File: src/rtl/xlat_pkg.sv
package xlat_pkg;
  typedef struct packed {
    logic us;
    logic rw;
    logic dirty;
    logic glob;
  } xlat_attr_t;
endpackage

File: src/rtl/xlat_set.sv
module xlat_set
  import xlat_pkg::*;
#(
  parameter int unsigned ENTRIES = 32,
  parameter int unsigned TAG_W   = 20,
  parameter int unsigned PFN_W   = 20
) (
  input  logic             clk_i,
  input  logic             rst_ni,
  input  logic [TAG_W-1:0] look_tag_i,
  output logic             hit_o,
  output logic [PFN_W-1:0] pfn_o,
  output xlat_attr_t       attr_o,
  input  logic             fill_en_i,
  input  logic [TAG_W-1:0] fill_tag_i,
  input  logic [PFN_W-1:0] fill_pfn_i,
  input  xlat_attr_t       fill_attr_i,
  input  logic             flush_i,
  input  logic             inval_i,
  input  logic [TAG_W-1:0] inval_tag_i
);
  localparam int unsigned IDX_W = (ENTRIES > 1) ? $clog2(ENTRIES) : 1;
  localparam logic [IDX_W-1:0] LAST = IDX_W'(ENTRIES - 1);

  logic             valid_q [ENTRIES];
  logic [TAG_W-1:0] tag_q   [ENTRIES];
  logic [PFN_W-1:0] pfn_q   [ENTRIES];
  xlat_attr_t       attr_q  [ENTRIES];

  logic [ENTRIES-1:0] look_match, fill_match, inval_match, valid_vec, glob_vec;
  logic [IDX_W-1:0]   ptr_q, fill_idx;
  logic               fill_hit, do_fill;

  assign do_fill = fill_en_i && !flush_i && !inval_i;

  for (genvar g = 0; g < ENTRIES; g++) begin : g_ent
    assign look_match[g]  = valid_q[g] && (tag_q[g] == look_tag_i);
    assign fill_match[g]  = valid_q[g] && (tag_q[g] == fill_tag_i);
    assign inval_match[g] = valid_q[g] && (tag_q[g] == inval_tag_i);
    assign valid_vec[g]   = valid_q[g];
    assign glob_vec[g]    = attr_q[g].glob;

    always_ff @(posedge clk_i or negedge rst_ni) begin
      if (!rst_ni) begin
        valid_q[g] <= 1'b0;
      end else if (flush_i || inval_i) begin
        if (flush_i && !attr_q[g].glob) valid_q[g] <= 1'b0;
        if (inval_i && inval_match[g])  valid_q[g] <= 1'b0;
      end else if (do_fill && fill_idx == IDX_W'(g)) begin
        valid_q[g] <= 1'b1;
      end
    end

    always_ff @(posedge clk_i) begin
      if (do_fill && fill_idx == IDX_W'(g)) begin
        tag_q[g]  <= fill_tag_i;
        pfn_q[g]  <= fill_pfn_i;
        attr_q[g] <= fill_attr_i;
      end
    end
  end

  always_comb begin
    hit_o  = |look_match;
    pfn_o  = '0;
    attr_o = '0;
    for (int i = int'(ENTRIES) - 1; i >= 0; i--) begin
      if (look_match[i]) begin
        pfn_o  = pfn_q[i];
        attr_o = attr_q[i];
      end
    end
  end

  // resident tag is overwritten in place, otherwise the pointer slot
  always_comb begin
    fill_hit = |fill_match;
    fill_idx = ptr_q;
    for (int i = int'(ENTRIES) - 1; i >= 0; i--) begin
      if (fill_match[i]) fill_idx = IDX_W'(i);
    end
  end

  always_ff @(posedge clk_i or negedge rst_ni) begin
    if (!rst_ni) begin
      ptr_q <= '0;
    end else if (do_fill && !fill_hit) begin
      ptr_q <= (ptr_q == LAST) ? '0 : ptr_q + 1'b1;
    end
  end

  AST_NO_DUP_TAG: assert property (@(posedge clk_i) disable iff (!rst_ni)
    $onehot0(look_match));
  AST_FLUSH_KEEPS_GLOBAL: assert property (@(posedge clk_i) disable iff (!rst_ni)
    flush_i |=> ((valid_vec & ~glob_vec) == '0));
  AST_FILL_LANDS: assert property (@(posedge clk_i) disable iff (!rst_ni)
    do_fill |=> (valid_vec != '0));
endmodule

File: src/rtl/xlat_pick.sv
module xlat_pick
  import xlat_pkg::*;
#(
  parameter int unsigned VA_W     = 32,
  parameter int unsigned SM_OFF_W = 12,
  parameter int unsigned BG_OFF_W = 22,
  localparam int unsigned SM_PFN_W = VA_W - SM_OFF_W,
  localparam int unsigned BG_PFN_W = VA_W - BG_OFF_W
) (
  input  logic                sm_hit_i,
  input  logic [SM_PFN_W-1:0] sm_pfn_i,
  input  xlat_attr_t          sm_attr_i,
  input  logic                bg_hit_i,
  input  logic [BG_PFN_W-1:0] bg_pfn_i,
  input  xlat_attr_t          bg_attr_i,
  input  logic [BG_OFF_W-1:0] va_off_i,
  input  logic                write_i,
  output logic                hit_o,
  output logic                walk_o,
  output logic [VA_W-1:0]     paddr_o,
  output xlat_attr_t          attr_o,
  output logic                big_o
);
  xlat_attr_t sel_attr;
  logic       any_hit, blocked;

  always_comb begin
    any_hit  = sm_hit_i || bg_hit_i;
    sel_attr = bg_hit_i ? bg_attr_i : sm_attr_i;
    // write to a clean page goes to the walker so it can mark it dirty
    blocked  = write_i && !sel_attr.dirty;
    hit_o    = any_hit && !blocked;
    walk_o   = !hit_o;
    big_o    = hit_o && bg_hit_i;
    attr_o   = hit_o ? sel_attr : '0;
    if (!hit_o)        paddr_o = '0;
    else if (bg_hit_i) paddr_o = {bg_pfn_i, va_off_i};
    else               paddr_o = {sm_pfn_i, va_off_i[SM_OFF_W-1:0]};
  end
endmodule

File: src/rtl/xlat_cache.sv
module xlat_cache
  import xlat_pkg::*;
#(
  parameter int unsigned VA_W       = 32,
  parameter int unsigned SM_OFF_W   = 12,
  parameter int unsigned BG_OFF_W   = 22,
  parameter int unsigned SM_ENTRIES = 32,
  parameter int unsigned BG_ENTRIES = 4,
  localparam int unsigned SM_PFN_W  = VA_W - SM_OFF_W,
  localparam int unsigned BG_PFN_W  = VA_W - BG_OFF_W
) (
  input  logic                clk_i,
  input  logic                rst_ni,
  input  logic                lookup_valid_i,
  input  logic [VA_W-1:0]     lookup_vaddr_i,
  input  logic                lookup_write_i,
  input  logic                fill_valid_i,
  input  logic                fill_big_i,
  input  logic [SM_PFN_W-1:0] fill_vpn_i,
  input  logic [SM_PFN_W-1:0] fill_pfn_i,
  input  logic [3:0]          fill_attr_i,
  input  logic                flush_i,
  input  logic                inval_i,
  input  logic [SM_PFN_W-1:0] inval_vpn_i,
  output logic                rsp_valid_o,
  output logic                rsp_hit_o,
  output logic                rsp_walk_o,
  output logic [VA_W-1:0]     rsp_paddr_o,
  output logic                rsp_us_o,
  output logic                rsp_rw_o,
  output logic                rsp_dirty_o,
  output logic                rsp_big_o
);
  logic                sm_hit, bg_hit;
  logic [SM_PFN_W-1:0] sm_pfn;
  logic [BG_PFN_W-1:0] bg_pfn;
  xlat_attr_t          sm_attr, bg_attr, pick_attr, fill_attr;
  logic                pick_hit, pick_walk, pick_big;
  logic [VA_W-1:0]     pick_paddr;
  logic                wr_q;

  assign fill_attr = xlat_attr_t'(fill_attr_i);

  xlat_set #(.ENTRIES(SM_ENTRIES), .TAG_W(SM_PFN_W), .PFN_W(SM_PFN_W)) u_small (
    .clk_i, .rst_ni,
    .look_tag_i  (lookup_vaddr_i[VA_W-1:SM_OFF_W]),
    .hit_o       (sm_hit),
    .pfn_o       (sm_pfn),
    .attr_o      (sm_attr),
    .fill_en_i   (fill_valid_i && !fill_big_i),
    .fill_tag_i  (fill_vpn_i),
    .fill_pfn_i  (fill_pfn_i),
    .fill_attr_i (fill_attr),
    .flush_i,
    .inval_i,
    .inval_tag_i (inval_vpn_i)
  );

  xlat_set #(.ENTRIES(BG_ENTRIES), .TAG_W(BG_PFN_W), .PFN_W(BG_PFN_W)) u_big (
    .clk_i, .rst_ni,
    .look_tag_i  (lookup_vaddr_i[VA_W-1:BG_OFF_W]),
    .hit_o       (bg_hit),
    .pfn_o       (bg_pfn),
    .attr_o      (bg_attr),
    .fill_en_i   (fill_valid_i && fill_big_i),
    .fill_tag_i  (fill_vpn_i[SM_PFN_W-1 -: BG_PFN_W]),
    .fill_pfn_i  (fill_pfn_i[SM_PFN_W-1 -: BG_PFN_W]),
    .fill_attr_i (fill_attr),
    .flush_i,
    .inval_i,
    .inval_tag_i (inval_vpn_i[SM_PFN_W-1 -: BG_PFN_W])
  );

  xlat_pick #(.VA_W(VA_W), .SM_OFF_W(SM_OFF_W), .BG_OFF_W(BG_OFF_W)) u_pick (
    .sm_hit_i  (sm_hit),
    .sm_pfn_i  (sm_pfn),
    .sm_attr_i (sm_attr),
    .bg_hit_i  (bg_hit),
    .bg_pfn_i  (bg_pfn),
    .bg_attr_i (bg_attr),
    .va_off_i  (lookup_vaddr_i[BG_OFF_W-1:0]),
    .write_i   (lookup_write_i),
    .hit_o     (pick_hit),
    .walk_o    (pick_walk),
    .paddr_o   (pick_paddr),
    .attr_o    (pick_attr),
    .big_o     (pick_big)
  );

  always_ff @(posedge clk_i or negedge rst_ni) begin
    if (!rst_ni) begin
      rsp_valid_o <= 1'b0;
      rsp_hit_o   <= 1'b0;
      rsp_walk_o  <= 1'b0;
      rsp_paddr_o <= '0;
      rsp_us_o    <= 1'b0;
      rsp_rw_o    <= 1'b0;
      rsp_dirty_o <= 1'b0;
      rsp_big_o   <= 1'b0;
      wr_q        <= 1'b0;
    end else begin
      rsp_valid_o <= lookup_valid_i;
      rsp_hit_o   <= lookup_valid_i && pick_hit;
      rsp_walk_o  <= lookup_valid_i && pick_walk;
      rsp_paddr_o <= lookup_valid_i ? pick_paddr : '0;
      rsp_us_o    <= lookup_valid_i && pick_attr.us;
      rsp_rw_o    <= lookup_valid_i && pick_attr.rw;
      rsp_dirty_o <= lookup_valid_i && pick_attr.dirty;
      rsp_big_o   <= lookup_valid_i && pick_big;
      wr_q        <= lookup_valid_i && lookup_write_i;
    end
  end

  AST_RSP_FOLLOWS_REQ: assert property (@(posedge clk_i) disable iff (!rst_ni)
    lookup_valid_i |=> rsp_valid_o);
  AST_IDLE_QUIET: assert property (@(posedge clk_i) disable iff (!rst_ni)
    !lookup_valid_i |=> (!rsp_valid_o && !rsp_hit_o && !rsp_walk_o));
  AST_HIT_XOR_WALK: assert property (@(posedge clk_i) disable iff (!rst_ni)
    rsp_valid_o |-> (rsp_hit_o ^ rsp_walk_o));
  AST_WRITE_NEEDS_DIRTY: assert property (@(posedge clk_i) disable iff (!rst_ni)
    (rsp_hit_o && wr_q) |-> rsp_dirty_o);
endmodule

File: config.mk
export PLATFORM = sky130hd
export DESIGN_NAME = xlat_cache
export DESIGN_NICKNAME = d
export VERILOG_FILES = /design/src/rtl/xlat_pkg.sv /design/src/rtl/xlat_set.sv /design/src/rtl/xlat_pick.sv /design/src/rtl/xlat_cache.sv
export SDC_FILE = /design/constraint.sdc
export NUM_CORES = 2
export LEC_CHECK = 0
export BUFFER_PORTS_ARGS = -buffer_cell sky130_fd_sc_hd__buf_2
export CORE_MARGIN = 4
export CORE_UTILIZATION = 40
export DETAILED_ROUTE_END_ITERATION = 7
export GPL_TIMING_DRIVEN = 0
export SYNTH_ARGS = -nofsm -noshare
export SYNTH_HDL_FRONTEND = slang
export SYNTH_SLANG_ARGS = --single-unit
File: constraint.sdc
create_clock -name clk_i -period 7 [get_ports clk_i]
set_clock_uncertainty 0.1 [all_clocks]
set_input_delay 1.4 -clock clk_i [delete_from_list [all_inputs] [get_ports clk_i]]
set_output_delay 1.4 -clock clk_i [all_outputs]
set_load 0.005 [all_outputs]
## After elaboration in Yosys (flattened, before gate mapping)

Memories as Yosys holds them, arrays and structs flattened.
Index checks and enable logic that the tools add are counted.

- Add/subtract/negate cells: 2
- Multiply operators: 0
- Divide/modulo/power cells: 0
- $lt $le $gt $ge: 0
- Eq/ne operators: 180
- Shift-type cells: 0
- Muxes and demuxes: 637
- Bitwise logic cells: 0
- Reduce and logical (&&, ||, !) cells: 459

Operators with widths:

| kind | count |
|---|---|
| 20-bit equality test | 96 |
| 20-bit two-way mux | 94 |
| 20-bit OR reduction | 62 |
| 5-bit two-way mux | 126 |
| 1-bit two-way mux | 318 |
| 4-bit two-way mux | 72 |
| 1-bit logical AND | 233 |
| 4-bit OR reduction | 36 |
| 10-bit equality test | 12 |
| 3-bit inequality test, second input constant | 34 |
| 10-bit two-way mux | 10 |
| 32-bit two-way mux | 3 |
| 5-bit equality test, second input constant | 17 |
| 2-bit AND reduction | 36 |
| 2-bit nonzero test | 36 |
| 32-bit OR reduction | 2 |
| 10-bit OR reduction | 6 |
| 1-bit logical NOT | 44 |
| 5-bit by 4-bit equality test with 1-bit output, second input constant | 8 |
| 2-bit two-way mux | 14 |
| 5-bit by 3-bit equality test with 1-bit output, second input constant | 4 |
| 5-bit by 2-bit equality test with 1-bit output, second input constant | 2 |
| 2-bit equality test, second input constant | 3 |
| 3-bit by 1-bit inequality test with 1-bit output, second input constant | 2 |
| other kinds (7) | 8 |

- Flip-flop bits (word level): 82
- Latch bits: 0
- RAM bits: 1504
- ROM bits: 0
- Memories kept: 6

Memory list:

| memory | words | bits a word | rd ports | clocked after memory_dff | wr ports | RTL line | RTL |
|---|---|---|---|---|---|---|---|
| u_small.pfn_q | 32 | 20 | 32 | 0 | 1 | xlat_set.sv:27 | `logic [PFN_W-1:0] pfn_q [ENTRIES];` |
| u_small.tag_q | 32 | 20 | 32 | 0 | 1 | xlat_set.sv:26 | `logic [TAG_W-1:0] tag_q [ENTRIES];` |
| u_small.attr_q | 32 | 4 | 32 | 0 | 1 | xlat_set.sv:28 | `xlat_attr_t attr_q [ENTRIES];` |
| u_big.pfn_q | 4 | 10 | 4 | 0 | 1 | xlat_set.sv:27 |  |
| u_big.tag_q | 4 | 10 | 4 | 0 | 1 | xlat_set.sv:26 |  |
| u_big.attr_q | 4 | 4 | 4 | 0 | 1 | xlat_set.sv:28 |  |

## Logic depth before layout (Yosys ltp)

- Word-level depth: 70
- Gate-level depth with buffers: 16

## Modules after synthesis

Synthesis repeated with hierarchy kept, for this count alone.

- Cell total of the unflattened synthesis: 6662
- Area, all modules: 83630.2 µm²

By module, submodules not included:

| module | times used | cells each | area an instance (µm²) | seq. area each (µm²) |
|---|---|---|---|---|
| xlat_set (u_small) | 1 | 6107 | 76612.2 | 43206.4 |
| xlat_set (u_big) | 1 | 401 | 5248.8 | 3032.9 |
| xlat_cache | 1 | 83 | 1265.0 | 975.9 |
| xlat_pick | 1 | 71 | 504.2 | 0.0 |

## Worst setup path after synthesis

OpenSTA, ideal clock, no wires.

- Path type: input to register
- Start point: input port fill_vpn_i[14]
- End point: memory u_small.attr_q[7][4] (netlist name), enable pin
- Setup time: 0.512 ns
- Arrival: 6.875 ns
- Data required time: 6.388 ns
- Slack: -0.487 ns
- Stages on the path: 11
- Buffers on the path: 1
- Path through: buf_4 xnor2_1 nand2_1 or3b_2 or4_1 nand4_1 nor3_1 o31ai_1 a211oi_2 nand3b_1 nor3b_1

- Word-level cells in the longest chain between the ends: 70
- Elaborated cells between the ends (all ways): 317
- Classes of those cells: eq/ne (63); mux (158); reduce/logical (96)

RTL lines:

| element | RTL line | RTL |
|---|---|---|
| start, declared | xlat_cache.sv:19 | `input logic [SM_PFN_W-1:0] fill_vpn_i,` |
| 20-bit equality test | xlat_set.sv:38 | `assign fill_match[g] = valid_q[g] && (tag_q[g] == fill_tag_i);` |
| 1-bit logical AND | xlat_set.sv:38 |  |
| 5-bit two-way mux (31 in a row) | xlat_set.sv:80 | `if (fill_match[i]) fill_idx = IDX_W'(i);` |
| 5-bit two-way mux (*) | xlat_set.sv:80 |  |
| 5-bit by 1-bit equality test with 1-bit output | xlat_set.sv:55 | `if (do_fill && fill_idx == IDX_W'(g)) begin` |
| 1-bit logical AND | xlat_set.sv:55 |  |
| 1-bit two-way mux | xlat_set.sv:55 |  |
| 1-bit two-way mux (not written as such) | xlat_set.sv:58 | `attr_q[g] <= fill_attr_i;` |
| 4-bit OR reduction (no line) | n/a |  |
| 5-bit two-way mux (no line) / 1-bit two-way mux (equally long branches) (31 in a row) | n/a |  |
| end, declared | xlat_set.sv:28 |  |

Every way passes the cells marked *; elsewhere a longest branch is shown, timed or not.

## Final worst setup path

- Start point: input port fill_vpn_i[14]
- End point: memory u_small.pfn_q[3][7], in the netlist u_small.pfn_q[0][67], enable pin

- Word-level cells in the longest chain between the ends: 70
- Elaborated cells between the ends (all ways): 317
- Classes of those cells: eq/ne (63); mux (158); reduce/logical (96)

RTL lines:

| element | RTL line | RTL |
|---|---|---|
| 20-bit equality test | xlat_set.sv:38 |  |
| 1-bit logical AND | xlat_set.sv:38 |  |
| 5-bit two-way mux (31 in a row) | xlat_set.sv:80 |  |
| 5-bit two-way mux (*) | xlat_set.sv:80 |  |
| 5-bit by 1-bit equality test with 1-bit output | xlat_set.sv:55 |  |
| 1-bit logical AND | xlat_set.sv:55 |  |
| 1-bit two-way mux | xlat_set.sv:55 |  |
| 1-bit two-way mux (not written as such) | xlat_set.sv:57 | `pfn_q[g] <= fill_pfn_i;` |
| 20-bit OR reduction (no line) | n/a |  |
| 5-bit two-way mux (no line) / 1-bit two-way mux (equally long branches) (31 in a row) | n/a |  |
| end, declared | xlat_set.sv:27 |  |

Marked as above.

==> results.py <==
metrics = {
    "clocking": {
        "insertion_delay_ns": 0.89,
        "htreeDepth": 4,
        "clock_sinks": 1586,
        "cts_buffer_depth": 3,
        "clk_pin_slew_ns": 0.06,
        "cts_tree": "yes",
        "cts-root-buf": "clkbuf_16",
        "numCtsBuffers": 177,
    },
    "route": {
        "remaining_drc_errors": 0,
        "vias": 63000,
        "drt_iter0_drc": 12300,
        "vias_per_cell": 6.49,
        "wirelength_um": 396000,
        "ant_nets": 0,
        "firstDrtPassIters": 8,
        "wl_per_cell_um": 40.8,
    },
    "finish": {
        "drive_above_1_share_pct": 13.0,
        "seqCellArea_mm2": 0.0472,
        "nets": 6978,
        "multi_input_area_mm2": 0.0325,
        "fillers": 18100,
        "area_growth_pct": 15.6,
        "postLayoutCoreUtil_pct": 46.6,
    },
    "yosys": {
        "ys_types": 85,
        "postSynthCellCount": 6468,
        "synth_fp_nets": 6575,
        "yosys_warnings": 0,
        "synthesis.area_mm2": 0.0819,
        "ys_seq_area_share_pct": 57.7,
        "yosysTopAreaCellShare_pct": 55.1,
        "ys.flop_type": "edfxtp_1",
        "syn_avg_cell_area_um2": 12.7,
        "synth_most_common_cell": "edfxtp_1",
        "ys_seq_elements": 1586,
        "synth-async-reset-ratio_pct": 5.17,
        "synthTopCellsByArea": "edfxtp_1 (55%), xnor2_1 (14%), xor2_1 (7.7%), nand4_1 (3.3%), dfrtp_1 (2.5%)",
        "synth_edf_count": 1504,
        "synth_commonest_cells": "edfxtp_1 (1504), xnor2_1 (1311), xor2_1 (720)",
        "yosys.area.top_type": "edfxtp_1",
    },
    "critical_path": {
        "r2r_cells": 13,
        "r2r_start": "u_small.tag_q[1][197]",
        "critPathKind": "primary input to flop",
        "regToRegSetupSlack_ns": 1.04,
        "worstReg2RegEnd": "rsp_paddr_o[23]",
        "critPathArrivalTime_ns": 7.89,
        "crit_path_end": "u_small.pfn_q[0][67]",
        "start_kind": "primary input",
        "required_ns": 7.42,
        "crit_start": "fill_vpn_i[14]",
        "worst-path-max-fanout": 23,
        "worstSetupEndpointType": "flop",
    },
    "sta": {
        "setup_viol": 733,
        "fin_ws_ns": -0.467,
        "fmax_ghz": 0.134,
        "fin_crit_sh_pct": 107,
        "maxSlewHeadroom_pct": -10.9,
        "hold_violations": 0,
        "final-max-slew-violation-count": 32,
        "fin_tns_setup_ns": -122.45,
        "post-route-min-period_ns": 7.47,
        "whs_ns": 0.407,
        "rsz0062_at_grt": "true",
        "worstMarginPinSlew_ns": 1.66,
    },
    "die": {
        "die-width_um": 460,
        "die-area_mm2": 0.212,
        "initial_core_util_pct": 40.4,
        "die_y_um": 460,
        "core_area_mm2": 0.203,
        "pin_count": 143,
        "rows": 165,
    },
    "global_route": {
        "grt_use_total_pct": 36.5,
        "grt_max_degree": 60,
        "grt_overflow": 0,
        "antenna_found_initial": 41,
        "grt_pass1_vias": 59400,
        "grt_pass1_wl_um": 523000,
    },
    "power": {
        "finalPower_mw": 22.8,
        "powerDensity_mw_per_mm2": 241,
        "power_leakage_nw": 30.4,
        "ir_worst_vdd_mv": 0.269,
    },
    "placement": {
        "place.gp.congestion": 1.02,
        "hpwlAfterDp_um": 260000,
        "portBuffers": 101,
        "dpl_worst_slack_ns": -1.61,
    },
    "flow_run": {
        "cap_violations": 3,
    },
    "outcome": {
        "status": "finished with violations",
        "violations": "max-capacitance violations, max-slew violations, negative setup slack",
    },
    "hold_path": {
        "min_path_type": "primary input to asynchronous set/reset pin",
    },
}
-- repair_timing --
action / 4_1_cts / 5_1_grt
setup endpoints to repair: 1096 / 280
cloned: 4 / 5
buffers inserted: 5 / 5
pin swaps: 12 / 9
resized for setup: 19 / 11
hold buffers: 0 / 0
-- power breakdown --
part	internal [mW]	total, mW	switching (mW)
Combinational	0.598	2.38	1.78
Clock	5.75	9.96	4.20
Sequential	10.5	10.5	0.0509
-- state kept, by name, indices dropped and copies added (netlist names), 2 cells and up --
register         count
u_small.attr_q     128
u_small.ptr_q        5
u_big.tag_q         40
u_small.tag_q      640
u_small.valid_q     32
u_big.pfn_q         40
u_big.attr_q        16
u_small.pfn_q      640
rsp_paddr_o         32
u_big.ptr_q          2
u_big.valid_q        4
-- stage by stage --
step,instances,cell area (um^2)
2_1_floorplan,6468,81900
3_3_place_gp,9241,85800
3_5_place_dp,9347,88200
4_1_cts,9685,94500
5_1_grt,9696,94600
6_report,9705,94700
-- cells in the final DEF (no fill, tap or decap), types with 78 or more instances in the layout --
| cell | n |
|---|---|
| edfxtp_1 | 1504 |
| nor2_1 | 212 |
| o21ai_0 | 115 |
| nand4_1 | 435 |
| inv_1 | 135 |
| nor4_1 | 250 |
| nand3_1 | 180 |
| buf_2 | 171 |
| dfrtp_1 | 82 |
| clkbuf_16 | 179 |
| nand2_1 | 206 |
| xnor2_1 | 1311 |
| buf_4 | 120 |
| clkbuf_1 | 165 |
| xor2_1 | 720 |
| nor3_1 | 78 |
-- routing by layer --
layer	GRT usage, %	share of wire, %	wire length [um]	up-vias
met3	12.4	14	55100	1409
met5	0	0.035	138	-
met4	24.5	8.2	32500	22
met1	47.2	37	146000	31600
li1	-	-	-	24800
met2	51.5	41	163000	5141
-- cell type report --
cell class / instances / share of cell area [%]
flip-flops and latches: 1586 / 49.9
multi-input cells: 4363 / 34.3
clock buffers: 232 / 5.13
well taps: 2672 / 3.53
repair buffers: 217 / 2.83
plain buffers: 389 / 2.33
clock inverters: 99 / 1.39
inverters: 137 / 0.543
diodes: 10 / 0.0264
-- critical path: stages --
cell and delay, ns:
buf_4 0.43, buf_16 0.31, buf_4 0.39, buf_6 0.41, buf_4 0.47, xnor2_1 0.25
nand4_1 0.15, nor4_1 0.36, nand4b_1 0.42, a41oi_2 0.44, o31ai_1 0.20, a211oi_2 0.52
o211ai_1 0.54, buf_6 0.33, buf_4 0.19, nor2_4 0.58, buf_12 0.28
-- how the worst min path moves through the flow --
stage,cells past startpoint,from,to,slack [ns]
floorplan,2,u_big.attr_q[1][0],u_big.valid_q[2],0.37
global placement,2,u_big.attr_q[1][0],u_big.valid_q[2],0.41
detailed placement,2,u_big.attr_q[1][0],u_big.valid_q[2],0.39
CTS,1,rst_ni,u_small.valid_q[0],0.35
global route,1,rst_ni,u_small.valid_q[0],0.38
finish,1,rst_ni,u_small.valid_q[9],0.41
-- cell families after synthesis --
family	share of synthesized area, %
flip-flops	57.7
buffers and inverters	3.18
multiplexers	0.118
AND/OR/NAND/NOR	11.2
AO/OA/AOI/OAI	6.08
XOR/XNOR	21.7
adder cells (fa/ha/maj)	0.0458
Power figures use the tool's default switching activity.
